$ cat config.mk
export PLATFORM = sky130hd
export DESIGN_NAME = lts_top
export DESIGN_NICKNAME = d
export VERILOG_FILES = /design/src/rtl/lts_pkg.sv /design/src/rtl/lts_rst_sync.sv /design/src/rtl/lts_sched.sv /design/src/rtl/lts_div.sv /design/src/rtl/lts_top.sv
export SDC_FILE = /design/constraint.sdc
export NUM_CORES = 2
export LEC_CHECK = 0
export CAP_MARGIN = 25
export CORE_MARGIN = 10
export CORE_UTILIZATION = 30
export CTS_BUF_LIST = sky130_fd_sc_hd__clkbuf_8
export CTS_CLUSTER_DIAMETER = 200
export CTS_CLUSTER_SIZE = 10
export DETAILED_ROUTE_END_ITERATION = 8
export GPL_TIMING_DRIVEN = 0
export SLEW_MARGIN = 30
export SYNTH_ARGS = -nofsm -noshare
export SYNTH_HDL_FRONTEND = slang
export SYNTH_SLANG_ARGS = --single-unit
$ cat constraint.sdc
create_clock -name clk -period 4 [get_ports clk]
set_input_delay 0.4 -clock clk [delete_from_list [all_inputs] [get_ports clk]]
set_output_delay 0.4 -clock clk [all_outputs]
set_load 0.05 [all_outputs]
$ cat src/rtl/lts_pkg.sv
package lts_pkg;

  // Top-level controller phases.
  typedef enum logic [1:0] {
    ST_IDLE = 2'd0,
    ST_MAC  = 2'd1,
    ST_DIV  = 2'd2,
    ST_READ = 2'd3
  } lts_state_e;

endpackage

$ cat src/rtl/lts_rst_sync.sv
module lts_rst_sync (
  input  logic clk,
  input  logic rst_n,
  output logic rst_sync_n
);

  logic [1:0] sync_q;

  // Assert at once, release after two clock edges.
  always_ff @(posedge clk or negedge rst_n) begin
    if (!rst_n) sync_q <= '0;
    else        sync_q <= {sync_q[0], 1'b1};
  end

  assign rst_sync_n = sync_q[1];

endmodule

$ cat src/rtl/lts_sched.sv
module lts_sched #(
  parameter int N  = 4,
  parameter int CW = 3
) (
  input  logic          clk,
  input  logic          rst_n,
  input  logic          init,
  input  logic          step,
  output logic [CW-1:0] row,
  output logic [CW-1:0] col,
  output logic          last
);

  localparam logic [CW-1:0] DIM    = CW'(N);
  localparam logic [CW-1:0] TOP_IX = CW'(N - 1);
  localparam logic [CW-1:0] LAST_D = CW'(2 * N - 2);

  logic [CW-1:0] d_q, r_q, c_q;
  logic [CW-1:0] d_d, r_d, c_d;
  logic [CW-1:0] r_hi, d_nx, r_lo;

  // Largest row index on the current wavefront, first row on the next one.
  always_comb begin
    r_hi = (d_q < DIM) ? d_q : TOP_IX;
    d_nx = d_q + CW'(1);
    r_lo = (d_nx >= DIM) ? (d_nx - TOP_IX) : '0;
  end

  always_comb begin
    d_d = d_q;
    r_d = r_q;
    c_d = c_q;
    if (init) begin
      d_d = '0;
      r_d = '0;
      c_d = '0;
    end else if (step) begin
      if (r_q < r_hi) begin
        r_d = r_q + CW'(1);
        c_d = c_q - CW'(1);
      end else begin
        d_d = d_nx;
        r_d = r_lo;
        c_d = d_nx - r_lo;
      end
    end
  end

  always_ff @(posedge clk or negedge rst_n) begin
    if (!rst_n) begin
      d_q <= '0;
      r_q <= '0;
      c_q <= '0;
    end else if (init || step) begin
      d_q <= d_d;
      r_q <= r_d;
      c_q <= c_d;
    end
  end

  assign row  = r_q;
  assign col  = c_q;
  assign last = (d_q == LAST_D);

endmodule

$ cat src/rtl/lts_div.sv
module lts_div #(
  parameter int NUMW = 32,
  parameter int DENW = 17
) (
  input  logic            clk,
  input  logic            rst_n,
  input  logic            go,
  input  logic [NUMW-1:0] num,
  input  logic [DENW-1:0] den,
  output logic            done,
  output logic [NUMW-1:0] quot
);

  localparam int CNTW = $clog2(NUMW + 1);

  logic [DENW-1:0] rem_q, rem_d, dsr_q, dsr_d;
  logic [NUMW-1:0] q_q, q_d;
  logic [CNTW-1:0] cnt_q, cnt_d;
  logic            run_q, run_d, done_q, done_d;
  logic [DENW:0]   shifted, diff;
  logic            ge;

  // One restoring step per cycle: shift in the next dividend bit, trial subtract.
  always_comb begin
    shifted = {rem_q, q_q[NUMW-1]};
    diff    = shifted - {1'b0, dsr_q};
    ge      = (shifted >= {1'b0, dsr_q});
  end

  always_comb begin
    rem_d  = rem_q;
    dsr_d  = dsr_q;
    q_d    = q_q;
    cnt_d  = cnt_q;
    run_d  = run_q;
    done_d = 1'b0;
    if (go) begin
      rem_d = '0;
      dsr_d = den;
      q_d   = num;
      cnt_d = CNTW'(NUMW);
      run_d = 1'b1;
    end else if (run_q) begin
      rem_d = ge ? DENW'(diff) : DENW'(shifted);
      q_d   = {q_q[NUMW-2:0], ge};
      cnt_d = cnt_q - CNTW'(1);
      if (cnt_q == CNTW'(1)) begin
        run_d  = 1'b0;
        done_d = 1'b1;
      end
    end
  end

  always_ff @(posedge clk or negedge rst_n) begin
    if (!rst_n) begin
      rem_q  <= '0;
      dsr_q  <= '0;
      q_q    <= '0;
      cnt_q  <= '0;
      run_q  <= 1'b0;
      done_q <= 1'b0;
    end else begin
      if (go || run_q) begin
        rem_q <= rem_d;
        dsr_q <= dsr_d;
        q_q   <= q_d;
        cnt_q <= cnt_d;
        run_q <= run_d;
      end
      done_q <= done_d;
    end
  end

  assign done = done_q;
  assign quot = q_q;

endmodule

$ cat src/rtl/lts_top.sv
module lts_top
  import lts_pkg::*;
#(
  parameter int N    = 4,
  parameter int W    = 16,
  parameter int FRAC = 8
) (
  input  logic         clk,
  input  logic         rst_n,
  input  logic         in_valid,
  output logic         in_ready,
  input  logic [W-1:0] in_data,
  input  logic         start,
  output logic         done,
  output logic         err,
  output logic         out_valid,
  input  logic         out_ready,
  output logic [W-1:0] out_data
);

  localparam int NN   = N * N;
  localparam int CW   = $clog2(2 * N);
  localparam int AW   = $clog2(NN);
  localparam int PW   = AW + CW;
  localparam int ACCW = 2 * W - FRAC;
  localparam int NUMW = ACCW + FRAC;
  localparam int DENW = W + 1;

  localparam logic [CW-1:0]          TOP_IX  = CW'(N - 1);
  localparam logic [AW-1:0]          LAST_RD = AW'(NN - 1);
  localparam logic signed [2*W-1:0]  RND_K   = (2 * W)'(1) << (FRAC - 1);
  localparam logic [NUMW-1:0]        MAXQ    = NUMW'((1 << (W - 1)) - 1);

  function automatic logic [AW-1:0] ix(input logic [CW-1:0] r, input logic [CW-1:0] c);
    return AW'(PW'(r) * PW'(N) + PW'(c));
  endfunction

  // ---------------- reset, state, storage ----------------
  logic rst_s_n;
  lts_rst_sync u_rst (.clk(clk), .rst_n(rst_n), .rst_sync_n(rst_s_n));

  lts_state_e state_q, state_d;

  logic signed [W-1:0] a_m [NN];
  logic signed [W-1:0] b_m [NN];
  logic signed [W-1:0] c_m [NN];
  logic signed [W-1:0] x_m [NN];

  logic [1:0]    sec_q;
  logic [CW-1:0] lr_q, lc_q;
  logic          ld_fire;

  // ---------------- schedule ----------------
  logic [CW-1:0] row, col;
  logic          sch_last, sch_init, sch_step;

  // ---------------- datapath ----------------
  logic [CW-1:0]         t_q, nterms, kidx, lidx;
  logic                  use_a;
  logic signed [W-1:0]   coef, xv, a_dg, b_dg;
  logic signed [2*W-1:0] prod;
  logic signed [ACCW-1:0] acc_q, term, c_ext;
  logic signed [DENW-1:0] den;
  logic                  den_zero;
  logic [ACCW-1:0]       acc_mag;
  logic [DENW-1:0]       den_mag;
  logic                  fin, cell_done, div_go, div_done, neg_q;
  logic [NUMW-1:0]       quot;
  logic [W-1:0]          q_sat;
  logic signed [W-1:0]   x_wdata;
  logic [AW-1:0]         rd_q;
  logic                  done_q, err_q, rd_fire;

  lts_sched #(.N(N), .CW(CW)) u_sched (
    .clk(clk), .rst_n(rst_s_n), .init(sch_init), .step(sch_step),
    .row(row), .col(col), .last(sch_last)
  );

  lts_div #(.NUMW(NUMW), .DENW(DENW)) u_div (
    .clk(clk), .rst_n(rst_s_n), .go(div_go),
    .num({acc_mag, FRAC'(0)}), .den(den_mag),
    .done(div_done), .quot(quot)
  );

  // Term selection: step t (1..nterms) uses column term k=t-1 while k<row,
  // then row term l=k-row.
  always_comb begin
    nterms = row + col;
    kidx   = t_q - CW'(1);
    lidx   = kidx - row;
    use_a  = (kidx < row);
    coef   = use_a ? a_m[ix(row, kidx)] : b_m[ix(lidx, col)];
    xv     = use_a ? x_m[ix(kidx, col)] : x_m[ix(row, lidx)];
    prod   = coef * xv;
    term   = ACCW'((prod + RND_K) >>> FRAC);
    c_ext  = ACCW'(c_m[ix(row, col)]);
    a_dg   = a_m[ix(row, row)];
    b_dg   = b_m[ix(col, col)];
    den    = DENW'(a_dg) + DENW'(b_dg);
    den_zero = (den == '0);
    acc_mag  = acc_q[ACCW-1] ? ACCW'(-acc_q) : ACCW'(acc_q);
    den_mag  = den[DENW-1] ? DENW'(-den) : DENW'(den);
    q_sat    = (quot > MAXQ) ? W'(MAXQ) : W'(quot);
  end

  always_comb begin
    ld_fire   = in_valid && in_ready;
    rd_fire   = out_valid && out_ready;
    fin       = (state_q == ST_MAC) && (t_q > nterms);
    div_go    = fin && !den_zero;
    cell_done = (fin && den_zero) || ((state_q == ST_DIV) && div_done);
    sch_init  = (state_q == ST_IDLE) && start;
    sch_step  = cell_done && !sch_last;
    if (state_q == ST_DIV) x_wdata = neg_q ? -$signed(q_sat) : $signed(q_sat);
    else                   x_wdata = '0;
  end

  // ---------------- next state ----------------
  always_comb begin
    state_d = state_q;
    unique case (state_q)
      ST_IDLE: if (start) state_d = ST_MAC;
      ST_MAC: begin
        if (div_go)                     state_d = ST_DIV;
        else if (cell_done && sch_last) state_d = ST_READ;
      end
      ST_DIV: begin
        if (div_done) state_d = sch_last ? ST_READ : ST_MAC;
      end
      ST_READ: if (rd_fire && (rd_q == LAST_RD)) state_d = ST_IDLE;
      default: state_d = ST_IDLE;
    endcase
  end

  // ---------------- control registers ----------------
  always_ff @(posedge clk or negedge rst_s_n) begin
    if (!rst_s_n) begin
      state_q <= ST_IDLE;
      sec_q   <= '0;
      lr_q    <= '0;
      lc_q    <= '0;
      t_q     <= '0;
      acc_q   <= '0;
      neg_q   <= 1'b0;
      err_q   <= 1'b0;
      done_q  <= 1'b0;
      rd_q    <= '0;
    end else begin
      state_q <= state_d;
      if (ld_fire) begin
        lc_q <= (lc_q == TOP_IX) ? '0 : lc_q + CW'(1);
        if (lc_q == TOP_IX) begin
          lr_q <= (lr_q == TOP_IX) ? '0 : lr_q + CW'(1);
          if (lr_q == TOP_IX) sec_q <= (sec_q == 2'd2) ? 2'd0 : sec_q + 2'd1;
        end
      end
      if (sch_init || sch_step)                t_q <= '0;
      else if ((state_q == ST_MAC) && !fin)    t_q <= t_q + CW'(1);
      if ((state_q == ST_MAC) && (t_q == '0))  acc_q <= c_ext;
      else if ((state_q == ST_MAC) && !fin)    acc_q <= acc_q - term;
      if (div_go) neg_q <= acc_q[ACCW-1] ^ den[DENW-1];
      if (sch_init)                 err_q <= 1'b0;
      else if (fin && den_zero)     err_q <= 1'b1;
      done_q <= cell_done && sch_last;
      if (cell_done && sch_last)    rd_q <= '0;
      else if (rd_fire)             rd_q <= rd_q + AW'(1);
    end
  end

  // ---------------- operand and result storage ----------------
  always_ff @(posedge clk) begin
    if (ld_fire) begin
      unique case (sec_q)
        2'd0:    if (lc_q <= lr_q) a_m[ix(lr_q, lc_q)] <= $signed(in_data);
        2'd1:    if (lc_q >= lr_q) b_m[ix(lr_q, lc_q)] <= $signed(in_data);
        default: c_m[ix(lr_q, lc_q)] <= $signed(in_data);
      endcase
    end
  end

  always_ff @(posedge clk) begin
    if (cell_done) x_m[ix(row, col)] <= x_wdata;
  end

  assign in_ready  = (state_q == ST_IDLE);
  assign out_valid = (state_q == ST_READ);
  assign out_data  = x_m[rd_q];
  assign done      = done_q;
  assign err       = err_q;

endmodule

# Yosys cells after proc, flatten, opt, wreduce, memory -nomap -nowiden
# Memories as Yosys holds them, arrays and structs flattened.
# Cells that the tools add are included.
# op_classes
addsub,29
multipliers,1
order_cmp,9
n_eq_ne,15
n_mux,62
n_bitwise,1
n_reduce_logical,36
# op_table
cell,count
$mux 16,5
$mux 24,3
$mux 17,4
$mux 32,2
$mux 3,15
$add 32x9->32 const B,1
$add 4x3->4,8
$gt 32x15->1 const B,1
$mul 16x16->32,1
$neg 24->24,1
$sub 24x24->24,1
$mux 1,21
$ge 18x17->1,1
$add 16x16->17,1
$logic_not 17->1,1
$neg 17->17,1
$sub 17x17->17,1
$neg 16->16,1
$add 3x1->3 const B,5
$mux 2,7
$logic_and 1x1->1,12
$mux 6,2
$reduce_bool 2->1,6
$mux 4,2
31 further kinds,50
# totals
regBits,129
mem_bits_rw,1024
inputBits,21
out_inout_bits,20
word_cells,177
mem_count,4
# memory_table
memory,depth,width,read_ports,rd_clocked_by_memory_dff,write_ports,line,source
a_m,16,16,2,0,1,lts_top.sv:44,logic signed [W-1:0] a_m [NN];
b_m,16,16,2,0,1,lts_top.sv:45,logic signed [W-1:0] b_m [NN];
c_m,16,16,1,0,1,lts_top.sv:46,logic signed [W-1:0] c_m [NN];
x_m,16,16,3,0,1,lts_top.sv:47,logic signed [W-1:0] x_m [NN];

# Depth between registers and ports, before layout
# An unclocked memory read counts as a cell.
# depth
word_depth,10
depth_mapped,54
mapped_depth_nobuf,48

# By module
# From an unflattened synthesis, not the netlist that was laid out.
# unflattened
cells_unflattened,4314
hier_area_um2,65267.6
# modules_own_cells
mod,n_inst,cells_per_inst,area_each_um2,seq_area_each_um2
lts_top,1,3787,60305.3,31850.5
lts_div,1,450,4247.8,1851.8
lts_sched,1,74,660.6,225.2
lts_rst_sync,1,3,53.8,50.0

# Worst setup path before layout
# OpenSTA, ideal clock, no wires.
# synth_timing
kind,register to register
startpoint,register t_q[0]
endpoint,register acc_q[23]
setup_ps,82
t_arrival_ps,12529
required_ps,3918
slack_ps,-8611
path_stages_with_launch,49
n_path_buf,8
period_less_slack_ps,12611
path_cell_list,dfrtp_1 -> buf_2 -> clkbuf_1 -> buf_1 -> inv_1 -> ha_1 -> buf_2 -> inv_1 -> fa_1 -> buf_2 -> clkbuf_1 -> buf_1 -> mux4_2 -> mux4_2 -> mux2i_1 -> clkbuf_1 -> nor2_1 -> fa_1 -> [13 not listed] -> o21a_1 -> o21ai_0 -> or3_1 -> a21oi_1 -> nor2_1 -> a21o_1 -> a21oi_1 -> xor2_1 -> ha_1 -> nor2b_1 -> nor4_1 -> a21boi_0 -> o21a_1 -> nor2_1 -> xnor2_1 -> o21a_1 -> o21ai_0 -> a31oi_1
# synth_via
elab_chain_cells,10
word_cells_on_any_way,24
classes_between,add/sub (8); mul (1); order compare (2); mux (4); reduce/logical (6); memory (3)
# synth_lines
item,line,source
start: declaration,lts_top.sv:58,"logic [CW-1:0] t_q, nterms, kidx, lidx;"
start signal: assignment,lts_top.sv:158,else if ((state_q == ST_MAC) && !fin) t_q <= t_q + CW'(1);
$sub 3x1->3,lts_top.sv:89,kidx = t_q - CW'(1);
$sub 3x3->3,lts_top.sv:90,lidx = kidx - row;
$add 4x3->4,lts_top.sv:35,return AW'(PW'(r) * PW'(N) + PW'(c));
$mem_v2 16x16 (on tied branches),n/a,
$mux 16 (on tied branches),"lts_top.sv:92, lts_top.sv:93",
$mul 16x16->32,lts_top.sv:94,prod = coef * xv;
$add 32x9->32,lts_top.sv:95,term = ACCW'((prod + RND_K) >>> FRAC);
$sub 24x24->24,lts_top.sv:160,else if ((state_q == ST_MAC) && !fin) acc_q <= acc_q - term;
$mux 24,lts_top.sv:160,
$mux 24,lts_top.sv:159,if ((state_q == ST_MAC) && (t_q == '0)) acc_q <= c_ext;
end signal: assignment,lts_top.sv:159,
end signal: assignment,lts_top.sv:160,
end: declaration,lts_top.sv:62,"logic signed [ACCW-1:0] acc_q, term, c_ext;"
# Parallel ways exist; a longest one is shown, timed or not. The select of a mux whose other input is x is not followed.
# A chain may end at the register's enable or synchronous reset.

# Final worst setup path
# Same ends and word-level chain as after synthesis.

==> flow_summary_export.csv <==
group,metric,value,unit
clocking,cts_buffers,133,
placement,dpl.cell_count,7228,
die,initial_core_util,0.302,
run,drv_cap,0,
critical_path,startpoint,"t_q[0]",
yosys,synthFlopType,"edfxtp_1",
yosys,synth_top_cells_by_count,"edfxtp_1, mux4_2, inv_1",
sta,setup_viol,551,
final_layout,post-route-util,0.361,
critical_path,rr_startpoint,"t_q[0]",
yosys,synthArstFlopShare,0.112,
status,status,"complete, but fails checks",
grt,grt_pass1_vias,41600,
yosys,yosysMostFrequentCell,"edfxtp_1",
critical_path,crit_required,4810,ps
routing,routed_wl,201,mm
yosys,syn-num-nets,4748,
clocking,clk_pin_slew,90,ps
critical_path,end_kind,"flip-flop",
critical_path,ff2ff_path_depth,55,
sta,slew_violations,0,
placement,io_buffers,40,
placement,place.gp.congestion,0.885,
clocking,clockBufferDepth,3,
sta,worst_slew_pin_slew,1030,ps
grt,grt_pass1_wl,291,mm
yosys,syn_area_per_cell,15.2,um2
critical_path,criticalPathCategory,"reg2reg",
clocking,cts_tree,"built",
yosys,synth_cells,4282,
routing,antenna_left,0,
die,ioPinCount,41,
final_layout,regArea,0.0340,mm2
grt,antenna_found_initial,7,
min_path,hold_depth,1,
min_path,worstHoldStart,"in_data[4]",
die,rows,170,
status,violations,"negative setup slack",
routing,firstDrtPassIters,6,
final_layout,final_net_count,5200,
die,core,0.215,mm2
yosys,synth-seq-area-share,0.523,
sta,period_needed,11310,ps
sta,min_period_over_period,2.83,
min_path,hold_class,"in2reg",
final_layout,drive_gt1_frac,0.312,
sta,max_freq,88.4,MHz
sta,finalHoldViolCount,0,
clocking,clock-sinks,1153,
routing,wire_per_inst,26.4,um
clocking,clk_latency,890,ps
critical_path,cp_max_fo,8,
routing,drtIter0Drc,4991,
clocking,htreeDepth,4,
yosys,synth_area,0.0649,mm2
sta,setup_ws,-7310,ps
final_layout,fillCellCount,20100,
die,die_area,0.235,mm2
critical_path,crit_path_top_delay_cell,"fa_2",
sta,fin_skew,69.4,ps
sta,fin_tns_setup,-1103140,ps
final_layout,syn_to_final_growth,19.6,%
grt,gr-total-overflow,0,
yosys,synth_edf_count,1024,
sta,max_slew_margin,0.316,
routing,drc,0,
clocking,ctsRootBufferMaster,"clkbuf_8",
critical_path,worst_setup_path_start_kind,"flip-flop",
critical_path,max_stage_delay,600,ps
critical_path,arrival,12120,ps
final_layout,fin_cells,7621,
yosys,synth.distinct_cells,73,
routing,dr_total_vias,40800,
routing,via_per_inst,5.35,
placement,post-dp-hpwl,143,mm
yosys,synthTopCellsByArea,"edfxtp_1, mux4_2, fa_1",
die,fp.dieH,485,um
yosys,synth_top_cell_area_share,0.474,
yosys,yosys_register_bits,1153,
die,die_x,485,um
grt,grt_max_degree,49,
yosys,yosysWarnings,0,
final_layout,multiInputGateArea,0.0308,mm2
grt,grt.total_usage,0.167,
sta,rsz0062_at_grt,"true",
yosys,yosys.area.top_type,"edfxtp_1",
timing repair:
item / CTS / global route
gates resized for setup: 241 / 147
gates cloned: 4 / 0
hold endpoints to repair: 239 / 0
endpoints found under the setup margin: 551 / 599
hold buffers: 16 / 0
buffers inserted: 140 / 65
pin swaps: 95 / 100
worst paths after layout:
path	endpoint	slack, ps
setup / recovery	acc_q[23]	-7310
hold / removal	a_m[9][4]	70
setup reg to reg	acc_q[23]	-7310
hold reg to reg	u_div.quot[13]	330
max in group asynchronous	u_div.rem_q[4]	2780
min in group asynchronous	u_rst.sync_q[1]	260
worst max-delay path: cells and delay by family, from the launching register on:
family / cells / cell delay (ps)
AO/OA/AOI/OAI: 13 / 2060
XOR/XNOR: 2 / 250
adder cells (fa/ha/maj): 10 / 3930
buffers and inverters: 18 / 1750
flip-flops: 1 / 420
multiplexers: 3 / 1330
AND/OR/NAND/NOR: 9 / 1430
state kept, by name (all words and copies together), names as in the netlist, 3 cells and up:
name,cells
a_m,256
acc_q,24
b_m,256
c_m,256
lc_q,3
lr_q,3
rd_q,4
t_q,3
u_div.cnt_q,6
u_div.dsr_q,17
u_div.quot,32
u_div.rem_q,17
u_sched.col,3
u_sched.d_q,3
u_sched.row,3
x_m,256
cells in the final DEF (no fill, tap or decap), types with 43 or more instances in the layout:
| cell | netlist | layout |
|---|---|---|
| inv_1 | 386 | 389 |
| ha_1 | 177 | 145 |
| buf_4 | 2 | 156 |
| nand2_1 | 252 | 245 |
| edfxtp_1 | 1024 | 1024 |
| fa_1 | 268 | 259 |
| clkbuf_2 | 0 | 43 |
| clkbuf_1 | 143 | 54 |
| dfrtp_1 | 129 | 124 |
| mux4_2 | 527 | 527 |
| nor2_4 | 0 | 61 |
| buf_12 | 0 | 64 |
| buf_6 | 0 | 43 |
| a21oi_1 | 134 | 98 |
| nor2_1 | 348 | 262 |
| o21ai_0 | 108 | 67 |
| mux2i_1 | 115 | 100 |
| xor2_1 | 51 | 43 |
| clkbuf_8 | 0 | 151 |
| xnor2_1 | 89 | 75 |
per-stage QoR:
stage	cell area, um2	worst slack [ps]	hold WS, ps
floorplan	66100	-6550	104
global placement	70100	-10400	342
detailed placement	71900	-10310	312
CTS	76600	-7360	23.9
global route	77600	-7640	40.7
finish	77600	-7310	69.8
metal layers:
metal  share of wire  track usage
met5        0.000085            0
met4           0.037       0.0617
met1            0.39        0.220
met2            0.48        0.269
met3           0.092       0.0346
kinds of logic after synthesis:
family | count (synthesis) | share of synthesized area
DFF | 1153 | 0.523
AOI/OAI and AO/OA | 439 | 0.0422
buffers and inverters | 600 | 0.0353
xor gates and xnor gates | 143 | 0.0196
adders and majority gates | 445 | 0.117
other | 1 | 0.0000577
and+or+nand+nor | 821 | 0.0555
muxes | 680 | 0.207
final cells by class:
| type | count | share of cell area |
|---|---|---|
| diodes | 5 | 0.000161 |
| plain buffers | 208 | 0.0218 |
| clock buffers | 135 | 0.0239 |
| clock inverters | 44 | 0.00329 |
| inverters | 386 | 0.0192 |
| multi-input cells | 2529 | 0.397 |
| flip-flops and latches | 1153 | 0.438 |
| well taps | 2838 | 0.0457 |
| repair buffers | 323 | 0.0515 |
Power is left out: the tool's default activity adds up to more than one toggle a clock period on the data nets, which glitch-free logic cannot reach.
